## src/rtl/realmode_addr_pkg.sv

```systemverilog
package realmode_addr_pkg;

  // Strobes passed from the control module to the datapath
  typedef struct packed {
    logic load;      // capture a new address this cycle
    logic clearTop;  // force the top address bit to zero
  } addr_ctrl_t;

endpackage

```

## src/rtl/realmode_addr_ctrl.sv

```systemverilog
module realmode_addr_ctrl
  import realmode_addr_pkg::*;
(
  input  logic       clk,
  input  logic       rstN,
  input  logic       addrValid,
  input  logic       wideMode,
  input  logic       maskPinN,
  input  logic       gateMsgValid,
  input  logic       gateMsgOpen,
  output addr_ctrl_t ctrl,
  output logic       gateOpen
);

  logic gateState;

  // Gate state: closed at reset, rewritten only by message cycles
  always_ff @(posedge clk or negedge rstN) begin
    if (!rstN) begin
      gateState <= 1'b0;
    end else if (gateMsgValid) begin
      gateState <= gateMsgOpen;
    end
  end

  // A request uses the gate state held before any message in the same cycle
  always_comb begin
    ctrl.load     = addrValid;
    ctrl.clearTop = !wideMode || !maskPinN || !gateState;
  end

  assign gateOpen = gateState;

  assert_gate_closed_after_reset_R5: assert property (
    @(posedge clk) !rstN |=> !gateOpen
  ) else $error("gate not closed after reset");

  assert_msg_updates_gate_R6: assert property (
    @(posedge clk) disable iff (!rstN)
    gateMsgValid |=> (gateOpen == $past(gateMsgOpen))
  ) else $error("message did not set gate state");

  assert_gate_holds_without_msg_R6: assert property (
    @(posedge clk) disable iff (!rstN)
    !gateMsgValid |=> $stable(gateOpen)
  ) else $error("gate changed without a message");

endmodule

```

## src/rtl/realmode_addr_datapath.sv

```systemverilog
module realmode_addr_datapath
  import realmode_addr_pkg::*;
#(
  parameter int SEG_W  = 16,
  parameter int OFF_W  = 16,
  parameter int SHIFT  = 4,
  parameter int ADDR_W = ((SEG_W + SHIFT) > OFF_W ? (SEG_W + SHIFT) : OFF_W) + 1
) (
  input  logic              clk,
  input  logic              rstN,
  input  addr_ctrl_t        ctrl,
  input  logic [SEG_W-1:0]  segIn,
  input  logic [OFF_W-1:0]  offIn,
  output logic [ADDR_W-1:0] physAddr,
  output logic              physValid
);

  localparam int TOP     = ADDR_W - 1;
  localparam int SEG_PAD = ADDR_W - SEG_W - SHIFT;
  localparam int OFF_PAD = ADDR_W - OFF_W;

  logic [ADDR_W-1:0] segTerm;
  logic [ADDR_W-1:0] offTerm;
  logic [ADDR_W-1:0] sum;
  logic [ADDR_W-1:0] gated;

  // The adder is one bit wider than the wrap boundary, so the carry lands in TOP
  assign segTerm = {{SEG_PAD{1'b0}}, segIn, {SHIFT{1'b0}}};
  assign offTerm = {{OFF_PAD{1'b0}}, offIn};
  assign sum     = segTerm + offTerm;

  // Only the top bit goes through the gate
  assign gated = {sum[TOP] & !ctrl.clearTop, sum[TOP-1:0]};

  always_ff @(posedge clk or negedge rstN) begin
    if (!rstN) begin
      physAddr  <= '0;
      physValid <= 1'b0;
    end else begin
      physValid <= ctrl.load;
      if (ctrl.load) begin
        physAddr <= gated;
      end
    end
  end

  assert_hold_when_idle_R8: assert property (
    @(posedge clk) disable iff (!rstN)
    !ctrl.load |=> $stable(physAddr)
  ) else $error("address changed without a load");

  assert_cleared_top_R7: assert property (
    @(posedge clk) disable iff (!rstN)
    (ctrl.load && ctrl.clearTop) |=> !physAddr[TOP]
  ) else $error("top bit set while cleared");

endmodule

```

## src/rtl/realmode_addr_gen.sv

```systemverilog
module realmode_addr_gen
  import realmode_addr_pkg::*;
#(
  parameter int SEG_W  = 16,
  parameter int OFF_W  = 16,
  parameter int SHIFT  = 4,
  parameter int ADDR_W = ((SEG_W + SHIFT) > OFF_W ? (SEG_W + SHIFT) : OFF_W) + 1
) (
  input  logic              clk,
  input  logic              rstN,
  input  logic              addrValid,
  input  logic [SEG_W-1:0]  segIn,
  input  logic [OFF_W-1:0]  offIn,
  input  logic              wideMode,
  input  logic              maskPinN,
  input  logic              gateMsgValid,
  input  logic              gateMsgOpen,
  output logic [ADDR_W-1:0] physAddr,
  output logic              physValid,
  output logic              gateOpen
);

  localparam int TOP = ADDR_W - 1;

  addr_ctrl_t ctrl;

  realmode_addr_ctrl u_ctrl (
    .clk          (clk),
    .rstN         (rstN),
    .addrValid    (addrValid),
    .wideMode     (wideMode),
    .maskPinN     (maskPinN),
    .gateMsgValid (gateMsgValid),
    .gateMsgOpen  (gateMsgOpen),
    .ctrl         (ctrl),
    .gateOpen     (gateOpen)
  );

  realmode_addr_datapath #(
    .SEG_W  (SEG_W),
    .OFF_W  (OFF_W),
    .SHIFT  (SHIFT),
    .ADDR_W (ADDR_W)
  ) u_dp (
    .clk       (clk),
    .rstN      (rstN),
    .ctrl      (ctrl),
    .segIn     (segIn),
    .offIn     (offIn),
    .physAddr  (physAddr),
    .physValid (physValid)
  );

  assert_valid_latency_R8: assert property (
    @(posedge clk) disable iff (!rstN)
    addrValid |=> physValid
  ) else $error("valid strobe missing");

  assert_no_valid_without_req_R8: assert property (
    @(posedge clk) disable iff (!rstN)
    !addrValid |=> !physValid
  ) else $error("spurious valid strobe");

  assert_narrow_wraps_R2: assert property (
    @(posedge clk) disable iff (!rstN)
    (addrValid && !wideMode) |=> !physAddr[TOP]
  ) else $error("top bit set in narrow mode");

  assert_pin_masks_R4: assert property (
    @(posedge clk) disable iff (!rstN)
    (addrValid && !maskPinN) |=> !physAddr[TOP]
  ) else $error("top bit set under pin mask");

  assert_closed_gate_masks_R7: assert property (
    @(posedge clk) disable iff (!rstN)
    (addrValid && !gateOpen) |=> !physAddr[TOP]
  ) else $error("top bit set with gate closed");

endmodule

```

## config.mk

```make
export PLATFORM = sky130hd
export DESIGN_NAME = realmode_addr_gen
export DESIGN_NICKNAME = d
export VERILOG_FILES = /design/src/rtl/realmode_addr_pkg.sv /design/src/rtl/realmode_addr_ctrl.sv /design/src/rtl/realmode_addr_datapath.sv /design/src/rtl/realmode_addr_gen.sv
export SDC_FILE = /design/constraint.sdc
export NUM_CORES = 1
export LEC_CHECK = 0
export CORE_AREA = 2 2 82 84
export CTS_CLUSTER_DIAMETER = 50
export DETAILED_ROUTE_END_ITERATION = 7
export DIE_AREA = 0 0 84 86
export DONT_BUFFER_PORTS = 1
export PLACE_DENSITY = 0.43
export SKIP_LAST_GASP = 1
export SYNTH_ARGS = -nofsm -noshare
export SYNTH_HDL_FRONTEND = slang
export SYNTH_SLANG_ARGS = --single-unit
```

## constraint.sdc

```tcl
create_clock -name clk -period 0.85 [get_ports clk]
set_input_delay 0.085 -clock clk [delete_from_list [all_inputs] [get_ports clk]]
set_output_delay 0.085 -clock clk [all_outputs]
set_load 0.005 [all_outputs]
```

==> results of run 1 <==
## sequential cells by signal, summed over array words and instances (netlist names)
name and cells:
u_dp.physValid 1, u_dp.physAddr 21, u_ctrl.gateOpen 1
## cell usage in the layout (no fill, tap or decap), types with 2 or more instances in the layout
cell type	n
a211o_1	3
a21o_1	6
a21oi_1	8
a21oi_2	3
a311oi_1	2
and2_1	2
buf_4	28
buf_6	16
clkbuf_8	3
dfrtp_1	23
dlygate4sd3_1	8
ha_1	9
ha_4	3
inv_1	4
mux2_2	12
mux2i_1	2
nand2_1	10
nand3_1	7
nand4_1	2
nand4b_1	3
nor2_1	4
nor3_1	7
nor3b_1	2
o211a_1	2
o211ai_1	3
o21ai_1	2
xnor2_1	5
xor2_1	2
## critical path, cell delays in order
cell	delay, ns
ha_4	0.14
fa_2	0.33
a21o_1	0.22
a221oi_4	0.30
o311ai_2	0.14
xor2_1	0.16
mux2_4	0.26
## logic make-up after synthesis
logic type	count (synthesis)
buffers and inverters	11
adders and majority gates	13
xor gates and xnor gates	7
muxes	15
AOI/OAI and AO/OA	39
and+or+nand+nor	45
DFF	23
## power groups by stage
stage               combinational, mW  clock (mW)  sequential (mW)
floorplan                       0.627           0             1.41
global placement                 1.04           0             1.44
detailed placement               1.06           0             1.43
CTS                              1.21       0.770             1.43
global route                     1.39       0.807             1.46
finish                           1.26       0.726             1.43
## metal layers
layer | part of all wire | up-vias | wire length (um)
li1 | - | 674 | -
met3 | 0.063 | 0 | 267
met5 | 0 | - | 0
met1 | 0.43 | 671 | 1810
met4 | 0 | 0 | 0
met2 | 0.51 | 48 | 2170
## worst min-delay path by stage
stage	startpoint	endpoint	slack (ns)	cells after the start
global route	addrValid	u_dp.physValid	-0.17	0
detailed placement	rstN	u_dp.physAddr[8]	-0.21	0
CTS	addrValid	u_dp.physValid	-0.17	0
finish	addrValid	u_dp.physValid	-0.14	0
floorplan	rstN	u_ctrl.gateOpen	-0.21	0
global placement	rstN	u_dp.physAddr[9]	-0.21	0
## final cells by class
type                       instances  share of cell area
clock buffer                       3              0.0185
tap                               77              0.0433
clock inverter                     1             0.00225
timing repair buffer              53               0.220
multi-input combinational        119               0.450
sequential                        23               0.259
inverter                           4             0.00675
## repair_timing
item,CTS,global route
buffers inserted,2,3
gates resized for setup,11,11
pin swaps,8,6
endpoints found under the hold margin,42,17
endpoints found under the setup margin,20,21
## Yosys cell counts (all sizes together), types with 2 or more instances
cell type | number | share of area
and2 | 2 | 0.0080
a21oi | 11 | 0.038
a221oi | 2 | 0.022
nand2 | 10 | 0.024
nor2 | 5 | 0.014
mux2i | 2 | 0.013
ha | 12 | 0.096
o211ai | 3 | 0.014
o211a | 2 | 0.013
nand4 | 2 | 0.0080
a21o | 6 | 0.029
nand4b | 3 | 0.017
clkbuf | 2 | 0.0048
nor3b | 2 | 0.0096
mux2 | 13 | 0.096
a211o | 3 | 0.017
xnor2 | 5 | 0.028
nand3 | 7 | 0.022
and3 | 2 | 0.0088
a311oi | 2 | 0.011
inv | 4 | 0.0096
dfrtp | 23 | 0.37
buf | 5 | 0.014
o21ai | 4 | 0.013
nor3 | 7 | 0.022
xor2 | 2 | 0.011
==> results by group, run 1 <==
Power
  • Gate power share: 0.369
  • Clock power share: 0.213
  • Power Internal: roughly 2.4 mW
  • NetSw: 1.03 mW
  • P_leak: 1.00 nW
  • Worst vdd ir: about 600 uV
  • Power Total: 3.41 mW
  • Seq pwr share: 0.418
  • Switching share of power: 0.303
  • Pwr per Cell Area: 1530 nW/um^2

Min path
  • Hold WC Path Type: input port to register

Floorplan
  • Die X: ~84 um
  • # rows: 29
  • Core Area: ~6300 um^2
  • Die H: 86 um
  • # IOs: just over 60
  • Initial Util: 0.248
  • Die ar.: between 7000 and 8000 um^2

Clock network
  • Clock sinks: 23
  • Worst skew pair latency: 0.27 ns
  • CTS H-tree lvls: 1
  • Num CTS Buffers: 3
  • Cts hold-fix bufs: 9
  • CTS clk-pin slew, worst paths: approximately 0.090 ns
  • Longest Clk Path Bufs: 2
  • Root Driver: clkbuf_8
  • TritonCTS clock tree: built

Global routing
  • GRT Util Overall: 0.122
  • Initial antenna violation count: 0
  • Most used routing layer: met2
  • Met1 Resource Use GR: 0.145
  • Vias in the first global route: approximately 1500
  • Global-route wire length before repair: 7180 um
  • Largest net degree at the start of global routing: 31
  • GR Layer Usage met2: 0.229
  • GRT Residual Overflow: 0
  • GR Layer Usage met3: 0.0375

Timing
  • Final setup vio count: 21
  • Unrepaired setup endpoints after global routing: yes
  • Min cycle time layout: ~1.5 ns
  • Hold Vio Cnt, Final: 17
  • Setup WS post-layout: -0.638 ns
  • Hold_ws: -0.144 ns
  • Part of the cycle the worst path needs: 1.75
  • Rel. slew slack: 0.802
  • Worst Skew: about 0.0012 ns
  • Final Slew Violations: 0
  • Final setup TNS: -7.08 ns
  • Fmax: around 0.67 GHz
  • Slew @ Worst Pin: about 0.3 ns

Critical path
  • Worst reg2reg path depth: 3
  • Req. time, crit path: between 1 and 1.5 ns
  • Worst EP arrival: 1.65 ns
  • Critical Path Start Type: input port
  • CP endpoint kind: register
  • R2R Path Start: u_dp.physAddr[15]
  • Setup CP Type: input port to register
  • Reg2reg setup slack: -0.10 ns
  • Reg2Reg Capture Point: u_dp.physAddr[15]
  • Critical Path Sink: u_dp.physAddr[14]
  • Crit-path max FO: 2
  • CP startpoint: segIn[0]

Finish
  • Core Util, Final: 0.355
  • Seq. cell area: roughly 580 um^2
  • Layout cells sized above 1: 0.365
  • # diodes: 0
  • Area of the multi-input gates: 1000 um^2
  • Final net count: roughly 260
  • Non-Filler Instances: 280
  • Area growth, synth to finish: 42.8%
  • Fill count: between 600 and 700
  • Final instance area: approximately 2200 um^2

Synth
  • Flops & latches, synth: 23
  • Simple-gate area share of the yosys netlist: 0.158
  • Ys Warns: 0
  • Compound-cell area share of the yosys netlist: 0.186
  • Mux share of post-synthesis cell area: 0.109
  • Syn Inst Count: between 150 and 200
  • Seq/Total Area, Yosys: 0.369
  • Adder-cell share of the synthesized area: 0.109
  • Top FF cell, synth: dfrtp_1
  • Post-synth EDFFs: 0
  • Cell Area, Synth: 1560 um^2
  • Synth Area in XOR/XNOR: 0.0393
  • Async SR Flop Fraction: 1.00
  • Largest family of logic cells by synthesized area: compound AO/OA/AOI/OAI gates
  • Post-Syn Nets: between 200 and 250
  • Synth cell types: 45
  • Avg Cell Area, Syn: between 10 and 15 um^2

Placed design
  • Placed Instances: approximately 260
  • Area after DPL: a little under 2000 um^2
  • Port buffer count: 0
  • Placement Setup Slack: -0.970 ns
  • Dpl hpwl: about 3300 um
  • GPL Wtd Cong: roughly 0.77

Routing
  • Drt drc: 0
  • Routed Antenna Nets: 0
  • Vias: about 1400
  • First-pass DRT Iterations: 6
  • DR iter-0 viols: 76
  • Final wirelength: 4250 um
  • Vias/cell: 4.98
  • Routed WL per cell: about 15 um

Status
  • Status: finished with violations
  • Failing checks: negative hold slack, negative setup slack

Job
  • Max_cap viols: 0
No activity file was read; power rests on OpenSTA's default activity.
==> run 2, diff against run 1 <==
--- a/config.mk
+++ b/config.mk
@@ -5,12 +5,12 @@
 export SDC_FILE = /design/constraint.sdc
 export NUM_CORES = 1
 export LEC_CHECK = 0
-export CORE_AREA = 2 2 82 84
+export CORE_AREA = 2 2 62 64
 export CTS_CLUSTER_DIAMETER = 50
 export DETAILED_ROUTE_END_ITERATION = 7
-export DIE_AREA = 0 0 84 86
+export DIE_AREA = 0 0 64 66
 export DONT_BUFFER_PORTS = 1
-export PLACE_DENSITY = 0.43
+export PLACE_DENSITY = 0.65
 export SKIP_LAST_GASP = 1
 export SYNTH_ARGS = -nofsm -noshare
 export SYNTH_HDL_FRONTEND = slang
==> results by group, run 2 (synthesis gave the netlist of run 1 again) <==
Status
  • Status: finished with violations
  • Failing checks: negative hold slack, negative setup slack

Finish
  • Layout cells sized above 1: 0.377
  • Final net count: ~260
  • Seq. cell area: ~580 um^2
  • Max reg flops: 21
  • Non-Filler Instances: between 200 and 300
  • Fill count: 280
  • Reg with most FFs: u_dp.physAddr
  • Most common library cell in the layout ignoring fill and taps: buf_4
  • Commonest non-fill, non-tap cells in the layout: buf_4 (30), dfrtp_1 (23), buf_6 (14), nand2_1 (10)
  • Final instance area: approximately 2200 um^2
  • Area of the multi-input gates: between 1000 and 1500 um^2
  • Area growth, synth to finish: 41.5%
  • Core Util, Final: 0.621
  • # diodes: 0

Critical path
  • Reg2reg setup slack: -0.13 ns
  • Req. time, crit path: 1.09 ns
  • Max stage delay on crit path: around 0.36 ns
  • Crit-path cells: ha_4, fa_2, a21o_1, a221oi_4, o311ai_2, xor2_1, mux2_4
  • R2R Path Start: u_dp.physAddr[15]
  • Crit-path max FO: 3
  • CP max stage cell: fa_2
  • CP endpoint kind: register
  • CP startpoint: segIn[0]
  • Setup CP Type: input port to register
  • Reg2Reg Capture Point: u_dp.physAddr[15]
  • Worst reg2reg path depth: 3
  • Worst EP arrival: 1.66 ns
  • Critical Path Start Type: input port

Placed design
  • Dpl hpwl: ~2800 um
  • Area after DPL: 1890 um^2
  • Placed Instances: 231
  • GPL Wtd Cong: ~0.83
  • Port buffer count: 0
  • Placement Setup Slack: -1.00 ns

Routing
  • DR iter-0 viols: around 110
  • Vias: 1423
  • Routed WL per cell: 16.1 um
  • Drt drc: 0
  • Final wirelength: a little over 4000 um
  • Vias/cell: around 5.6
  • First-pass DRT Iterations: 4
  • Routed Antenna Nets: 0

Clock network
  • CTS H-tree lvls: 1
  • Worst skew pair latency: between 0.3 and 0.4 ns
  • Num CTS Buffers: 3
  • TritonCTS clock tree: built
  • Root Driver: clkbuf_4
  • Clock sinks: 23
  • Cts hold-fix bufs: 10
  • Longest Clk Path Bufs: 2
  • CTS clk-pin slew, worst paths: around 0.14 ns

Min path
  • Hold worst-path end: u_dp.physValid
  • HP Start: addrValid
  • Hold WC Path Type: input port to register
  • Hold path depth: 0

Floorplan
  • Die ar.: between 4000 and 5000 um^2
  • Core Area: 3550 um^2
  • Die X: about 64 um
  • # IOs: 62
  • Die H: approximately 66 um
  • # rows: 22
  • Initial Util: 0.439

Power
  • Gate power share: 0.404
  • Switching share of power: 0.314
  • Worst vdd ir: slightly above 900 uV
  • Clock power share: 0.169
  • Seq pwr share: 0.427
  • Power Internal: 2.29 mW
  • P_leak: 1.03 nW
  • Power Total: approximately 3.3 mW
  • Pwr per Cell Area: approximately 1500 nW/um^2
  • NetSw: 1.05 mW

Global routing
  • Vias in the first global route: around 1500
  • Initial antenna violation count: 0
  • Global-route wire length before repair: ~6500 um
  • Largest net degree at the start of global routing: 31
  • GRT Util Overall: 0.198
  • GRT Residual Overflow: 0

Timing
  • Slew @ Worst Pin: around 1.1 ns
  • Hold Vio Cnt, Final: 42
  • Worst Skew: 0.00322 ns
  • Final setup vio count: 24
  • Min cycle time layout: 1.42 ns
  • Unrepaired setup endpoints after global routing: yes
  • Setup WS post-layout: -0.568 ns
  • Rel. slew slack: 0.292
  • Hold_ws: -0.240 ns
  • Fmax: 0.705 GHz
  • Final Slew Violations: 0
  • Part of the cycle the worst path needs: 1.67

Job
  • Max_cap viols: 0
run 2: cell types whose count changed in the layout (fill, tap and decap cells not counted), moves of 2 or more:
| cell | delta |
|---|---|
| xnor2_1 | -2 |
| buf_4 | +2 |
| buf_6 | -2 |
| mux2_4 | +3 |
| xnor2_2 | +2 |
| clkbuf_8 | -3 |
| mux2_2 | -3 |
| clkbuf_4 | +3 |
run 2: power by group through the flow:
stage,combinational (mW),sequential [mW],clock [mW]
after floorplan,0.627,1.41,0
after global placement,1.01,1.43,0
after detailed placement,1.04,1.43,0
after CTS,1.25,1.42,0.572
after global routing,1.47,1.44,0.613
final,1.35,1.42,0.564
run 2: layout make-up:
cell class | count | share of cell area
Clock buffer | 3 | 0.0102
Clock inverter | 1 | 0.00340
Inverter | 4 | 0.00681
Multi-Input combinational cell | 119 | 0.471
Sequential cell | 23 | 0.261
Tap cell | 48 | 0.0272
Timing Repair Buffer | 54 | 0.220
run 2: how the worst max path moves through the flow:
stage                   endpoint  slack [ns]
2_1_floorplan  u_dp.physAddr[14]       -0.91
3_3_place_gp   u_dp.physAddr[14]       -0.95
3_5_place_dp   u_dp.physAddr[14]        -1.0
4_1_cts        u_dp.physAddr[14]       -0.56
5_1_grt        u_dp.physAddr[14]       -0.64
6_report       u_dp.physAddr[14]       -0.57
run 2: through the flow:
step	hold slack (ns)	TNS, ns
after floorplan	-0.211	-11.29
after global placement	-0.210	-10.63
after detailed placement	-0.210	-11.10
after CTS	-0.241	-11.99
after global routing	-0.256	-8.05
final	-0.240	-6.68
run 2: worst max-delay path: cells and delay by family:
| kind | cells | cell delay (ns) |
|---|---|---|
| AOI/OAI and AO/OA | 3 | 0.64 |
| adders and majority gates | 2 | 0.50 |
| muxes | 1 | 0.27 |
| xor gates and xnor gates | 1 | 0.16 |
run 2: what timing repair did:
action | 4_1_cts | 5_1_grt
pin swaps | 10 | 7
endpoints found under the setup margin | 28 | 60
endpoints found under the hold margin | 45 | 19
gates resized for setup | 18 | 10
setup buffers | 5 | 3
run 2: layer usage:
layer  track usage  up-vias  routed length (um)
met5             0        -                   0
met4        0.0761        0                  54
met3        0.0443        5                 251
met2         0.348       50                2140
met1         0.234      690                1620
li1              -      678                   -
==> run 3, diff against run 2 <==
--- a/config.mk
+++ b/config.mk
@@ -5,13 +5,14 @@
 export SDC_FILE = /design/constraint.sdc
 export NUM_CORES = 1
 export LEC_CHECK = 0
-export CORE_AREA = 2 2 62 64
+export CELL_PAD_IN_SITES_DETAIL_PLACEMENT = 2
+export CELL_PAD_IN_SITES_GLOBAL_PLACEMENT = 2
+export CORE_AREA = 2 2 72 74
 export CTS_CLUSTER_DIAMETER = 50
 export DETAILED_ROUTE_END_ITERATION = 7
-export DIE_AREA = 0 0 64 66
+export DIE_AREA = 0 0 74 76
 export DONT_BUFFER_PORTS = 1
-export PLACE_DENSITY = 0.65
-export SKIP_LAST_GASP = 1
+export PLACE_DENSITY = 0.77
 export SYNTH_ARGS = -nofsm -noshare
 export SYNTH_HDL_FRONTEND = slang
 export SYNTH_SLANG_ARGS = --single-unit
==> results by group, run 3 (synthesis gave the netlist of run 1 again) <==
Status
  • Status: finished with violations
  • Failing checks: negative hold slack, negative setup slack

Global routing
  • GRT Util Overall: 0.185
  • Largest net degree at the start of global routing: 31
  • GRT Residual Overflow: 0
  • Global-route wire length before repair: 8250 um
  • Initial antenna violation count: 0
  • Vias in the first global route: between 1500 and 2000

Timing
  • Worst Skew: a little under 0.0002 ns
  • Setup WS post-layout: -0.673 ns
  • Final setup vio count: 22
  • Hold_ws: -0.155 ns
  • Final Slew Violations: 0
  • Rel. slew slack: 0.765
  • Min cycle time layout: between 1.5 and 2 ns
  • Fmax: 0.657 GHz
  • Unrepaired setup endpoints after global routing: yes
  • Part of the cycle the worst path needs: 1.79
  • Slew @ Worst Pin: ~0.35 ns
  • Hold Vio Cnt, Final: 16

Finish
  • Area growth, synth to finish: 45.6%
  • # diodes: 0
  • Seq. cell area: approximately 580 um^2
  • Reg with most FFs: u_dp.physAddr
  • Final instance area: ~2300 um^2
  • Max reg flops: 21
  • Area of the multi-input gates: approximately 1100 um^2
  • Core Util, Final: 0.462
  • Final net count: 257
  • Non-Filler Instances: roughly 270
  • Fill count: between 500 and 600
  • Most common library cell in the layout ignoring fill and taps: buf_4
  • Layout cells sized above 1: 0.382
  • Commonest non-fill, non-tap cells in the layout: buf_4 (33), dfrtp_1 (23), buf_6 (12), nand2_1 (10)

Placed design
  • Dpl hpwl: around 3700 um
  • Placement Setup Slack: -0.981 ns
  • Area after DPL: slightly below 2000 um^2
  • Port buffer count: 0
  • Placed Instances: around 260
  • GPL Wtd Cong: ~0.80

Routing
  • Routed WL per cell: approximately 19 um
  • Routed Antenna Nets: 0
  • DR iter-0 viols: 36
  • Drt drc: 0
  • Vias/cell: 5.31
  • Final wirelength: between 5000 and 6000 um
  • Vias: approximately 1500
  • First-pass DRT Iterations: 4

Floorplan
  • Initial Util: 0.317
  • Die X: roughly 74 um
  • # IOs: between 60 and 70
  • Die H: 76 um
  • Die ar.: about 5600 um^2
  • Core Area: just under 5000 um^2
  • # rows: 26

Critical path
  • Crit-path max FO: 4
  • Worst EP arrival: 1.68 ns
  • Setup CP Type: input port to register
  • Req. time, crit path: 1.01 ns
  • CP endpoint kind: register
  • Critical Path Start Type: input port

Clock network
  • Longest Clk Path Bufs: 2
  • Worst skew pair latency: ~0.27 ns
  • CTS H-tree lvls: 1
  • Cts hold-fix bufs: 9
  • Num CTS Buffers: 3
  • Root Driver: clkbuf_8
  • CTS clk-pin slew, worst paths: roughly 0.090 ns
  • TritonCTS clock tree: built
  • Clock sinks: 23

Power
  • Worst vdd ir: 926 uV
  • Power Total: roughly 3.5 mW
  • Pwr per Cell Area: 1550 nW/um^2
  • P_leak: 1.03 nW

Min path
  • Hold WC Path Type: input port to register

Job
  • Max_cap viols: 0
==> run 3: changes by cell type in the layout (fill, tap and decap cells not counted), moves of 2 or more <==
cell,change
a21oi_2,-2
buf_4,+3
buf_6,-2
clkbuf_4,-3
clkbuf_8,+3
==> run 3: area by class of cell <==
| type | instances | area share |
|---|---|---|
| clock buffers | 3 | 0.0182 |
| flip-flops and latches | 23 | 0.254 |
| well taps | 70 | 0.0386 |
| repair buffers | 54 | 0.213 |
| clock inverters | 1 | 0.00331 |
| multi-input cells | 119 | 0.467 |
| inverters | 4 | 0.00662 |
==> run 3: what timing repair did <==
item,CTS,global route
setup buffers,3,3
resized for setup,16,10
pin swaps,6,14
endpoints found under the hold margin,42,17
endpoints found under the setup margin,21,21
==> run 3: path summary, 6_finish.rpt <==
path                                        start                end  slack [ns]  cells past startpoint
worst max-delay path                     segIn[0]  u_dp.physAddr[14]       -0.67                      7
worst min-delay path                    addrValid     u_dp.physValid       -0.16                      0
worst max register to register  u_dp.physAddr[15]  u_dp.physAddr[15]       -0.19                      3
worst min register to register   u_dp.physAddr[9]   u_dp.physAddr[9]        0.54                      1
max in group asynchronous                    rstN  u_dp.physAddr[14]        0.43                      2
min in group asynchronous                    rstN   u_dp.physAddr[8]        0.26                      2
==> run 3: metal layers <==
metal  vias to the layer above  track usage  share of wire
met5                         -            0              0
met1                       736        0.221           0.40
met3                         6       0.0397          0.049
met2                        43        0.338           0.54
met4                         0       0.0309          0.012
li1                        671            -              -
==> run 3: worst max-delay path: stages <==
cell and delay (ns):
ha_4 0.14, fa_2 0.36, a21o_1 0.20, a221oi_4 0.34
o311ai_2 0.13, xor2_1 0.16, mux2_4 0.26
==> run 3: where the power goes <==
group / switching, mW / leakage, nW / total [mW] / internal [mW]
Clock: 0.393 / 0.0217 / 0.725 / 0.332
Combinational: 0.557 / 0.737 / 1.37 / 0.815
Sequential: 0.144 / 0.272 / 1.42 / 1.28
Total: 1.09 / 1.03 / 3.52 / 2.43
==> run 3: per-stage QoR <==
stage / TNS (ns) / hold slack, ns
6_report: -7.58 / -0.155
2_1_floorplan: -11.29 / -0.211
3_3_place_gp: -10.86 / -0.210
5_1_grt: -8.54 / -0.180
3_5_place_dp: -11.42 / -0.210
4_1_cts: -7.27 / -0.170
